## src/rtl/irq_pkg.sv

```systemverilog
package irq_pkg;
  localparam int NUM_PRI     = 7;
  localparam int PIDX_W      = $clog2(NUM_PRI);
  localparam int SEC_PER_GRP = 4;
  localparam int NUM_SEC_GRP = 2;
  localparam int NUM_SEC     = SEC_PER_GRP * NUM_SEC_GRP;
  localparam int DATA_W      = 8;
  localparam int ADDR_W      = 3;
  localparam int LVL_W       = 2;

  localparam logic [ADDR_W-1:0] A_PEN   = 3'd0;
  localparam logic [ADDR_W-1:0] A_PLO   = 3'd1;
  localparam logic [ADDR_W-1:0] A_PHI   = 3'd2;
  localparam logic [ADDR_W-1:0] A_SEN   = 3'd3;
  localparam logic [ADDR_W-1:0] A_SCLR  = 3'd4;

  function automatic int grp_line(input int g);
    return (g == 0) ? 2 : 6;
  endfunction
endpackage

```

## src/rtl/irq_sec_bank.sv

```systemverilog
module irq_sec_bank #(
  parameter int N = 8,
  parameter int W = 8
) (
  input  logic         clk,
  input  logic         rst_n,
  input  logic [N-1:0] evt,
  input  logic         clr_wr,
  input  logic [W-1:0] clr_data,
  output logic [N-1:0] flag
);
  for (genvar i = 0; i < N; i++) begin : g_bit
    logic clr_hit;
    assign clr_hit = clr_wr && !clr_data[i];
    always_ff @(posedge clk) begin
      if (!rst_n)          flag[i] <= 1'b0;
      else if (evt[i])     flag[i] <= 1'b1;
      else if (clr_hit)    flag[i] <= 1'b0;
    end
  end


  set_wins_chk: assert property (@(posedge clk) disable iff (!rst_n)
    (|evt) |=> ((flag & $past(evt)) == $past(evt)));

  ones_ignored_chk: assert property (@(posedge clk) disable iff (!rst_n)
    (clr_wr && evt == '0) |=> ((flag & ~$past(flag)) == '0));
endmodule

```

## src/rtl/irq_pri_bank.sv

```systemverilog
module irq_pri_bank #(
  parameter int N  = 7,
  parameter int IW = 3
) (
  input  logic          clk,
  input  logic          rst_n,
  input  logic [N-1:0]  set_vec,
  input  logic          ack_valid,
  input  logic [IW-1:0] ack_idx,
  output logic [N-1:0]  flag
);
  for (genvar i = 0; i < N; i++) begin : g_bit
    logic ack_hit;
    assign ack_hit = ack_valid && (ack_idx == IW'(i));
    always_ff @(posedge clk) begin
      if (!rst_n)          flag[i] <= 1'b0;
      else if (set_vec[i]) flag[i] <= 1'b1;
      else if (ack_hit)    flag[i] <= 1'b0;
    end
  end


  ack_clear_chk: assert property (@(posedge clk) disable iff (!rst_n)
    (ack_valid && int'(ack_idx) < N && !set_vec[ack_idx]) |=> !flag[$past(ack_idx)]);

  set_take_chk: assert property (@(posedge clk) disable iff (!rst_n)
    (|set_vec) |=> ((flag & $past(set_vec)) == $past(set_vec)));
endmodule

```

## src/rtl/irq_prio_resolver.sv

```systemverilog
module irq_prio_resolver #(
  parameter int N  = 7,
  parameter int IW = 3,
  parameter int LW = 2
) (
  input  logic          clk,
  input  logic          rst_n,
  input  logic [N-1:0]  req,
  input  logic [N-1:0]  lvl_lo,
  input  logic [N-1:0]  lvl_hi,
  output logic          valid,
  output logic [IW-1:0] idx
);
  logic [LW-1:0] best;

  always_comb begin
    valid = 1'b0;
    idx   = '0;
    best  = '0;
    for (int g = 0; g < N; g++) begin
      if (req[g] && (!valid || {lvl_hi[g], lvl_lo[g]} > best)) begin
        valid = 1'b1;
        idx   = IW'(g);
        best  = {lvl_hi[g], lvl_lo[g]};
      end
    end
  end


  winner_pending_chk: assert property (@(posedge clk) disable iff (!rst_n)
    valid |-> req[idx]);

  no_lower_tie_chk: assert property (@(posedge clk) disable iff (!rst_n)
    (valid && idx != '0) |-> !(req[0] && {lvl_hi[0], lvl_lo[0]} >= {lvl_hi[idx], lvl_lo[idx]}));
endmodule

```

## src/rtl/irq_aggregator.sv

```systemverilog
module irq_aggregator
  import irq_pkg::*;
(
  input  logic              clk,
  input  logic              rst_n,
  input  logic              wr_en,
  input  logic [ADDR_W-1:0] wr_addr,
  input  logic [DATA_W-1:0] wr_data,
  input  logic [NUM_PRI-1:0] ext_evt,
  input  logic [NUM_SEC-1:0] sec_evt,
  input  logic              ack_valid,
  input  logic [PIDX_W-1:0] ack_idx,
  output logic [NUM_PRI-1:0] irq_req,
  output logic              vec_valid,
  output logic [PIDX_W-1:0] vec_idx,
  output logic [NUM_PRI-1:0] pri_flag,
  output logic [NUM_SEC-1:0] sec_flag
);
  logic [NUM_PRI-1:0] pen_q, plo_q, phi_q;
  logic               gie_q;
  logic [NUM_SEC-1:0] sen_q;
  logic [NUM_PRI-1:0] agg_req, set_vec;

  always_ff @(posedge clk) begin
    if (!rst_n) begin
      pen_q <= '0;
      gie_q <= 1'b0;
      plo_q <= '0;
      phi_q <= '0;
      sen_q <= '0;
    end else if (wr_en) begin
      case (wr_addr)
        A_PEN: begin
          pen_q <= wr_data[NUM_PRI-1:0];
          gie_q <= wr_data[DATA_W-1];
        end
        A_PLO: plo_q <= wr_data[NUM_PRI-1:0];
        A_PHI: phi_q <= wr_data[NUM_PRI-1:0];
        A_SEN: sen_q <= wr_data[NUM_SEC-1:0];
        default: ;
      endcase
    end
  end

  irq_sec_bank #(.N(NUM_SEC), .W(DATA_W)) u_sec (
    .clk(clk), .rst_n(rst_n), .evt(sec_evt),
    .clr_wr(wr_en && wr_addr == A_SCLR), .clr_data(wr_data),
    .flag(sec_flag)
  );

  always_comb begin
    agg_req = '0;
    for (int g = 0; g < NUM_SEC_GRP; g++)
      agg_req[grp_line(g)] = |(sec_flag[g*SEC_PER_GRP +: SEC_PER_GRP] &
                               sen_q[g*SEC_PER_GRP +: SEC_PER_GRP]);
  end

  assign set_vec = ext_evt | agg_req;

  irq_pri_bank #(.N(NUM_PRI), .IW(PIDX_W)) u_pri (
    .clk(clk), .rst_n(rst_n), .set_vec(set_vec),
    .ack_valid(ack_valid), .ack_idx(ack_idx), .flag(pri_flag)
  );

  assign irq_req = pri_flag & pen_q & {NUM_PRI{gie_q}};

  irq_prio_resolver #(.N(NUM_PRI), .IW(PIDX_W), .LW(LVL_W)) u_res (
    .clk(clk), .rst_n(rst_n), .req(irq_req), .lvl_lo(plo_q), .lvl_hi(phi_q),
    .valid(vec_valid), .idx(vec_idx)
  );


  agg_hold_chk: assert property (@(posedge clk) disable iff (!rst_n)
    (|(sec_flag[3:0] & sen_q[3:0])) |=> pri_flag[2]);

  valid_any_chk: assert property (@(posedge clk) disable iff (!rst_n)
    vec_valid == (irq_req != '0));

  sec_survives_ack_chk: assert property (@(posedge clk) disable iff (!rst_n)
    (ack_valid && !wr_en) |=> ((sec_flag & $past(sec_flag)) == $past(sec_flag)));
endmodule

```

## config.mk

```make
export PLATFORM = sky130hd
export DESIGN_NAME = irq_aggregator
export DESIGN_NICKNAME = d
export VERILOG_FILES = /design/src/rtl/irq_pkg.sv /design/src/rtl/irq_sec_bank.sv /design/src/rtl/irq_pri_bank.sv /design/src/rtl/irq_prio_resolver.sv /design/src/rtl/irq_aggregator.sv
export SDC_FILE = /design/constraint.sdc
export NUM_CORES = 1
export LEC_CHECK = 0
export CAP_MARGIN = 15
export CORE_MARGIN = 2
export CORE_UTILIZATION = 40
export DETAILED_ROUTE_END_ITERATION = 8
export DONT_BUFFER_PORTS = 1
export REMOVE_ABC_BUFFERS = 1
export SYNTH_ARGS = -nofsm -noshare
export SYNTH_HDL_FRONTEND = slang
export SYNTH_SLANG_ARGS = --single-unit
export TNS_END_PERCENT = 100
```

## constraint.sdc

```tcl
create_clock -name clk -period 24.5 [get_ports clk]
set_clock_uncertainty 0.2 [all_clocks]
set_input_delay 4.9 -clock clk [delete_from_list [all_inputs] [get_ports clk]]
set_output_delay 4.9 -clock clk [all_outputs]
set_load 0.1 [all_outputs]
```

# After elaboration in Yosys (flattened, before gate mapping)
# Cells that the tools add are included.
[classes]
order_cmp = 6
n_eq_ne = 10
mux = 49
n_bitwise = 5
reduce_logical = 65
[op_table]
columns = ["op", "count"]
rows = [
  ["1-bit two-way mux", 38],
  ["2-bit nonzero test", 15],
  ["1-bit logical AND", 22],
  ["2-bit two-way mux", 8],
  ["7-bit AND", 2],
  ["1-bit logical NOT", 14],
  ["3-bit by 2-bit equality test with 1-bit output, second input constant", 4],
  ["3-bit equality test, second input constant", 4],
  ["2-bit > comparator", 6],
  ["3-bit two-way mux", 3],
  ["4-bit AND", 2],
  ["2-bit AND reduction", 4],
  ["4-bit OR reduction", 2],
  ["7-bit OR", 1],
  ["3-bit by 1-bit equality test with 1-bit output, second input constant", 2],
  ["3-bit logical NOT", 2],
  ["1-bit logical OR", 6],
]
[totals]
regBits = 45
input_bits = 33
out_inout_bits = 26
wordCells = 155

# Logic depth before layout (Yosys ltp)
[logic_depth]
depth_word = 27
depth_mapped = 42
depth_no_buf = 40

# Hierarchy
# Synthesis repeated with hierarchy kept, for this count alone.
[unflattened]
cells_unflattened = 274
area_unflattened_um2 = 2444.8
[modules_own_cells]
columns = ["mod", "n_inst", "cells_per_inst", "area_per_inst_um2", "seq_area_each_um2"]
rows = [
  ["irq_aggregator", 1, 125, 1218.7, 600.6],
  ["irq_prio_resolver", 1, 83, 585.6, 0.0],
  ["irq_sec_bank", 1, 32, 330.3, 160.2],
  ["irq_pri_bank", 1, 34, 310.3, 140.1],
]

# Worst setup path after synthesis
# OpenSTA, ideal clock, no wires.
[synth_timing]
kind = "register -> output"
from = "reg u_pri.flag[0]"
to = "out vec_idx[0]"
t_arrival_ns = 9.391
required_time_ns = 19.400
slack_ns = 10.009
path_stages_with_launch = 38
n_path_buf = 1
cell_sequence = "dfxtp_1 > and3_1 > buf_6 > nand2_1 > ha_1 > nor2b_1 > o21ai_1 > o211a_1 > nor2_1 > ha_1 > and2b_2 > o21ai_2 > a21oi_4 > o31ai_2 > ha_1 > nor2b_1 > o211ai_1 > o21ai_4 > [... 2 more ...] > ha_1 > a2bb2oi_1 > o21ai_2 > nand2_1 > o22ai_1 > ha_1 > nor2b_1 > a2bb2oi_1 > a22oi_2 > and2_4 > o211ai_1 > o221ai_1 > ha_1 > a21oi_1 > a21oi_1 > a31o_2 > nand2_1 > a21boi_0"
[synth_between]
elab_chain_len = 27
elab_cells_between_ends = 44
classes_between = "order compare (6); mux (18); bitwise (2); reduce/logical (18)"
[synth_rtl]
columns = ["item", "line", "source"]
rows = [
  ["start: declaration", "irq_pri_bank.sv:10", "output logic [N-1:0] flag"],
  ["start signal: indexed assignment", "irq_pri_bank.sv:16", "if (!rst_n) flag[i] <= 1'b0;"],
  ["start signal: indexed assignment", "irq_pri_bank.sv:17", "else if (set_vec[i]) flag[i] <= 1'b1;"],
  ["start signal: indexed assignment", "irq_pri_bank.sv:18", "else if (ack_hit) flag[i] <= 1'b0;"],
  ["7-bit AND (*) (2 in a row)", "irq_aggregator.sv:65", "assign irq_req = pri_flag & pen_q & {NUM_PRI{gie_q}};"],
  ["net irq_req[0]", "irq_aggregator.sv:13", "output logic [NUM_PRI-1:0] irq_req,"],
  ["2-bit two-way mux or 1-bit two-way mux (tied branches)", "irq_prio_resolver.sv:21", "if (req[g] && (!valid || {lvl_hi[g], lvl_lo[g]} > best)) begin"],
  ["2-bit > comparator or 1-bit logical NOT (tied branches)", "irq_prio_resolver.sv:21", ""],
  ["1-bit logical OR", "irq_prio_resolver.sv:21", ""],
  ["1-bit logical AND", "irq_prio_resolver.sv:21", ""],
  ["2-bit two-way mux or 1-bit two-way mux (tied branches)", "irq_prio_resolver.sv:21", ""],
  ["2-bit > comparator or 1-bit logical NOT (tied branches)", "irq_prio_resolver.sv:21", ""],
  ["[... 11 more ...]", "n/a", ""],
  ["2-bit > comparator or 1-bit logical NOT (tied branches)", "irq_prio_resolver.sv:21", ""],
  ["1-bit logical OR", "irq_prio_resolver.sv:21", ""],
  ["1-bit logical AND", "irq_prio_resolver.sv:21", ""],
  ["2-bit two-way mux or 1-bit two-way mux (tied branches)", "irq_prio_resolver.sv:21", ""],
  ["2-bit > comparator or 1-bit logical NOT (tied branches)", "irq_prio_resolver.sv:21", ""],
  ["1-bit logical OR", "irq_prio_resolver.sv:21", ""],
  ["1-bit logical AND", "irq_prio_resolver.sv:21", ""],
  ["3-bit two-way mux (*)", "irq_prio_resolver.sv:21", ""],
  ["end: declaration", "irq_aggregator.sv:15", "output logic [PIDX_W-1:0] vec_idx,"],
]
# The timed path passes the listed nets; every way through them passes the cells marked *.

# Final worst setup path
[layout_timing]
from = "reg gie_q"
to = "out vec_idx[0]"
[layout_between]
elab_chain_len = 26
elab_cells_between_ends = 43
classes_between = "order compare (6); mux (18); bitwise (1); reduce/logical (18)"
[layout_rtl]
columns = ["item", "line", "source"]
rows = [
  ["start: declaration", "irq_aggregator.sv:20", "logic gie_q;"],
  ["start signal: assignment", "irq_aggregator.sv:35", "gie_q <= wr_data[DATA_W-1];"],
  ["7-bit AND (*)", "irq_aggregator.sv:65", ""],
  ["net irq_req[0]", "irq_aggregator.sv:13", ""],
  ["2-bit two-way mux or 1-bit two-way mux (tied branches)", "irq_prio_resolver.sv:21", ""],
  ["2-bit > comparator or 1-bit logical NOT (tied branches)", "irq_prio_resolver.sv:21", ""],
  ["1-bit logical OR", "irq_prio_resolver.sv:21", ""],
  ["1-bit logical AND", "irq_prio_resolver.sv:21", ""],
  ["2-bit two-way mux or 1-bit two-way mux (tied branches)", "irq_prio_resolver.sv:21", ""],
  ["2-bit > comparator or 1-bit logical NOT (tied branches)", "irq_prio_resolver.sv:21", ""],
  ["[... 11 more ...]", "n/a", ""],
  ["2-bit > comparator or 1-bit logical NOT (tied branches)", "irq_prio_resolver.sv:21", ""],
  ["1-bit logical OR", "irq_prio_resolver.sv:21", ""],
  ["1-bit logical AND", "irq_prio_resolver.sv:21", ""],
  ["2-bit two-way mux or 1-bit two-way mux (tied branches)", "irq_prio_resolver.sv:21", ""],
  ["2-bit > comparator or 1-bit logical NOT (tied branches)", "irq_prio_resolver.sv:21", ""],
  ["1-bit logical OR", "irq_prio_resolver.sv:21", ""],
  ["1-bit logical AND", "irq_prio_resolver.sv:21", ""],
  ["3-bit two-way mux (*)", "irq_prio_resolver.sv:21", ""],
]
# Marked as above.

==> out/summary.txt <==
status -> completed
max-cap violation count -> 0
final period utilization -> 58.03%
CP top delay family -> compound AO/OA/AOI/OAI gates
Setup Crit Path Kind -> flip-flop to output pin
Yosys top cell by area -> dfxtp_1
buffer and inverter count on the worst path -> 0
Least-Margin Pin Slew -> 1.214 ns
Rel. slew slack -> 18.84%
WP data required -> 19.40 ns
Mapped Area -> 2364 sq um
Via Count -> 1,964
area growth from synthesis to layout -> 6.617%
largest net degree at the start of global routing -> 46
GPL Wtd Cong -> 0.8301
drt drc -> 0
ys flop type -> dfxtp_1
Synth async-reset ratio -> 0%
die width -> 80.87 um
CTS tree -> done
crit path time final -> 14.22 ns
PD cells -> 59.58 nW/um^2
IO Pins -> 59
number of global-route vias before repair -> 1,858
overall global routing resource usage -> 17.07%
Avg Inst Size Synth -> 8.039 sq um
setup TNS -> 0 ns
Synth Register Bits -> 45
I/O Buffers -> 0
H-tree depth -> 2
Avg WL per Cell -> 14.97 um
fmax -> 0.07033 GHz
post-route setup slack -> 10.28 ns
signal arrival time at the worst endpoint -> 9.12 ns
Setup crit end kind -> output pin
RSZ-0062 raised after global routing -> false
most common cell after layout, fill and taps aside -> nand2_1
die area -> 6540 sq um
Worst Path Max Fanout -> 10
Num CTS Buffers -> 5
multi-input gate area in the final layout -> 1334 sq um
Post-synth EDFFs -> 0
Starting Density -> 42.15%
Root Driver -> clkbuf_8
Clock Sinks -> 45
drt pass-1 iters -> 4
Final Max Slew Viols -> 0
sequential fraction of the synthesis area -> 38.12%
cts hold-fix bufs -> 0
area share of the largest cell type after synthesis -> 38.12%
startpoint class of the critical path -> flip-flop
clk buf depth -> 2
Synth cell types -> 52
top post-synthesis cells by area -> dfxtp_1 (38%), a21oi_1 (8.7%), nand2_1 (8.1%), ha_1 (6.4%), nor2_1 (5.1%)
post-CTS setup buffers -> 0
layout cells sized above 1 -> 11.90%
Reg clk slew, reported paths -> 0.08 ns
Hold Path Class -> flip-flop to flip-flop
Syn Inst Count -> 294
worst skew pair latency -> 0.29 ns
nets -> 338
Pleak -> 1.017 nW
final hold vios -> 0
Overflow after GRT -> 0
CP max stage delay -> 1.03 ns
FILL cells -> 604
vias per cell -> 5.366
antenna-violating nets left -> 0
core area -> 5608 sq um
most common cell type on the critical path -> ha_1
worst vdd ir -> 0.03930 mV
Die Ht -> 80.87 um
first-pass GRT wire length -> 8.859 mm
post-place setup slack -> 10.52 ns
WHS -> 0.2600 ns
wirelength, routed -> 5.479 mm
Starting DRT DRC Count -> 60
most frequent cells in the layout -> nand2_1 (51), dfxtp_1 (45), a21oi_1 (41)
DP Wirelength -> 4.260 mm
Setup Viol. Count Final -> 0
FP Rows -> 27
initial antenna violation count -> 0
CP max stage cell -> and3_1
register area -> 900.9 sq um
Yosys warnings -> 0
post-cts resize count -> 0
n_diodes -> 0
-- path summary, 6_finish.rpt --
path,startpoint,endpoint,slack (ns),cells past startpoint
worst min-delay path,pen_q[4],pen_q[4],0.26,2
worst max register to register,u_sec.flag[0],u_pri.flag[2],22.75,2
worst max-delay path,gie_q,vec_idx[0],10.28,37
worst min register to register,pen_q[4],pen_q[4],0.26,2
-- cells in the mapped netlist (7+ instances only) --
cell type and count:
ha_1 12, inv_1 20, o21ai_0 10, nor2b_1 7
a21oi_1 41, nor2_1 32, dfxtp_1 45, nand2_1 51
mux2i_1 8, nand3_1 8, clkbuf_1 7
-- report_power, final --
group          total [mW]  switching, mW  internal, mW  leakage, nW
Sequential         0.0898         0.0138        0.0759        0.369
Clock              0.0498         0.0243        0.0255       0.0542
Combinational      0.0106        0.00712       0.00347        0.594
-- kinds of logic (layout without fill, tap and decap cells) --
kind of cell	Yosys count	count (layout)	share of synthesized area [%]
buffers and inverters	31	31	5.611
AO/OA/AOI/OAI	82	82	23.88
multiplexers	8	8	3.388
AND/OR/NAND/NOR	116	116	22.66
adder cells (fa/ha/maj)	12	12	6.352
flip-flops	45	45	38.12
-- tightest hold or removal path, stage by stage, from the launching register on --
cell	delay, ns
dfxtp_1	0.32
nand2_1	0.05
a21oi_1	0.05
-- routing by layer --
layer | GRT usage (%) | vias up | wire length [um]
met2 | 27.85 | 51 | 2460
met3 | 4.556 | 4 | 322
met1 | 22.53 | 906 | 2658
met4 | 4.068 | 0 | 38
li1 | - | 1003 | -
met5 | 0 | - | 0
-- registers in the layout, indices dropped and copies added (netlist names) --
signal	flops
u_pri.flag	7
gie_q	1
u_sec.flag	8
pen_q	7
phi_q	7
plo_q	7
sen_q	8
-- area by class of cell --
cell class                      instances  share of cell area [%]
Multi-Input combinational cell        218                   52.93
Sequential cell                        45                   35.75
Clock buffer                            7                   3.823
Tap cell                               72                   3.575
Inverter                               21                   3.128
Timing Repair Buffer                    2                  0.5958
Clock inverter                          1                  0.1986
-- stage by stage --
step	instances	utilization, %	cell area (sq um)	power, mW
6_report	366	44.94	2520	0.1501
5_1_grt	366	44.94	2520	0.1551
4_1_cts	366	44.94	2520	0.1518
3_5_place_dp	358	43.13	2419	0.1022
3_3_place_gp	358	43.13	2419	0.1019
2_1_floorplan	284	-	2310	0.09916
(Power assumes the default switching activity.)
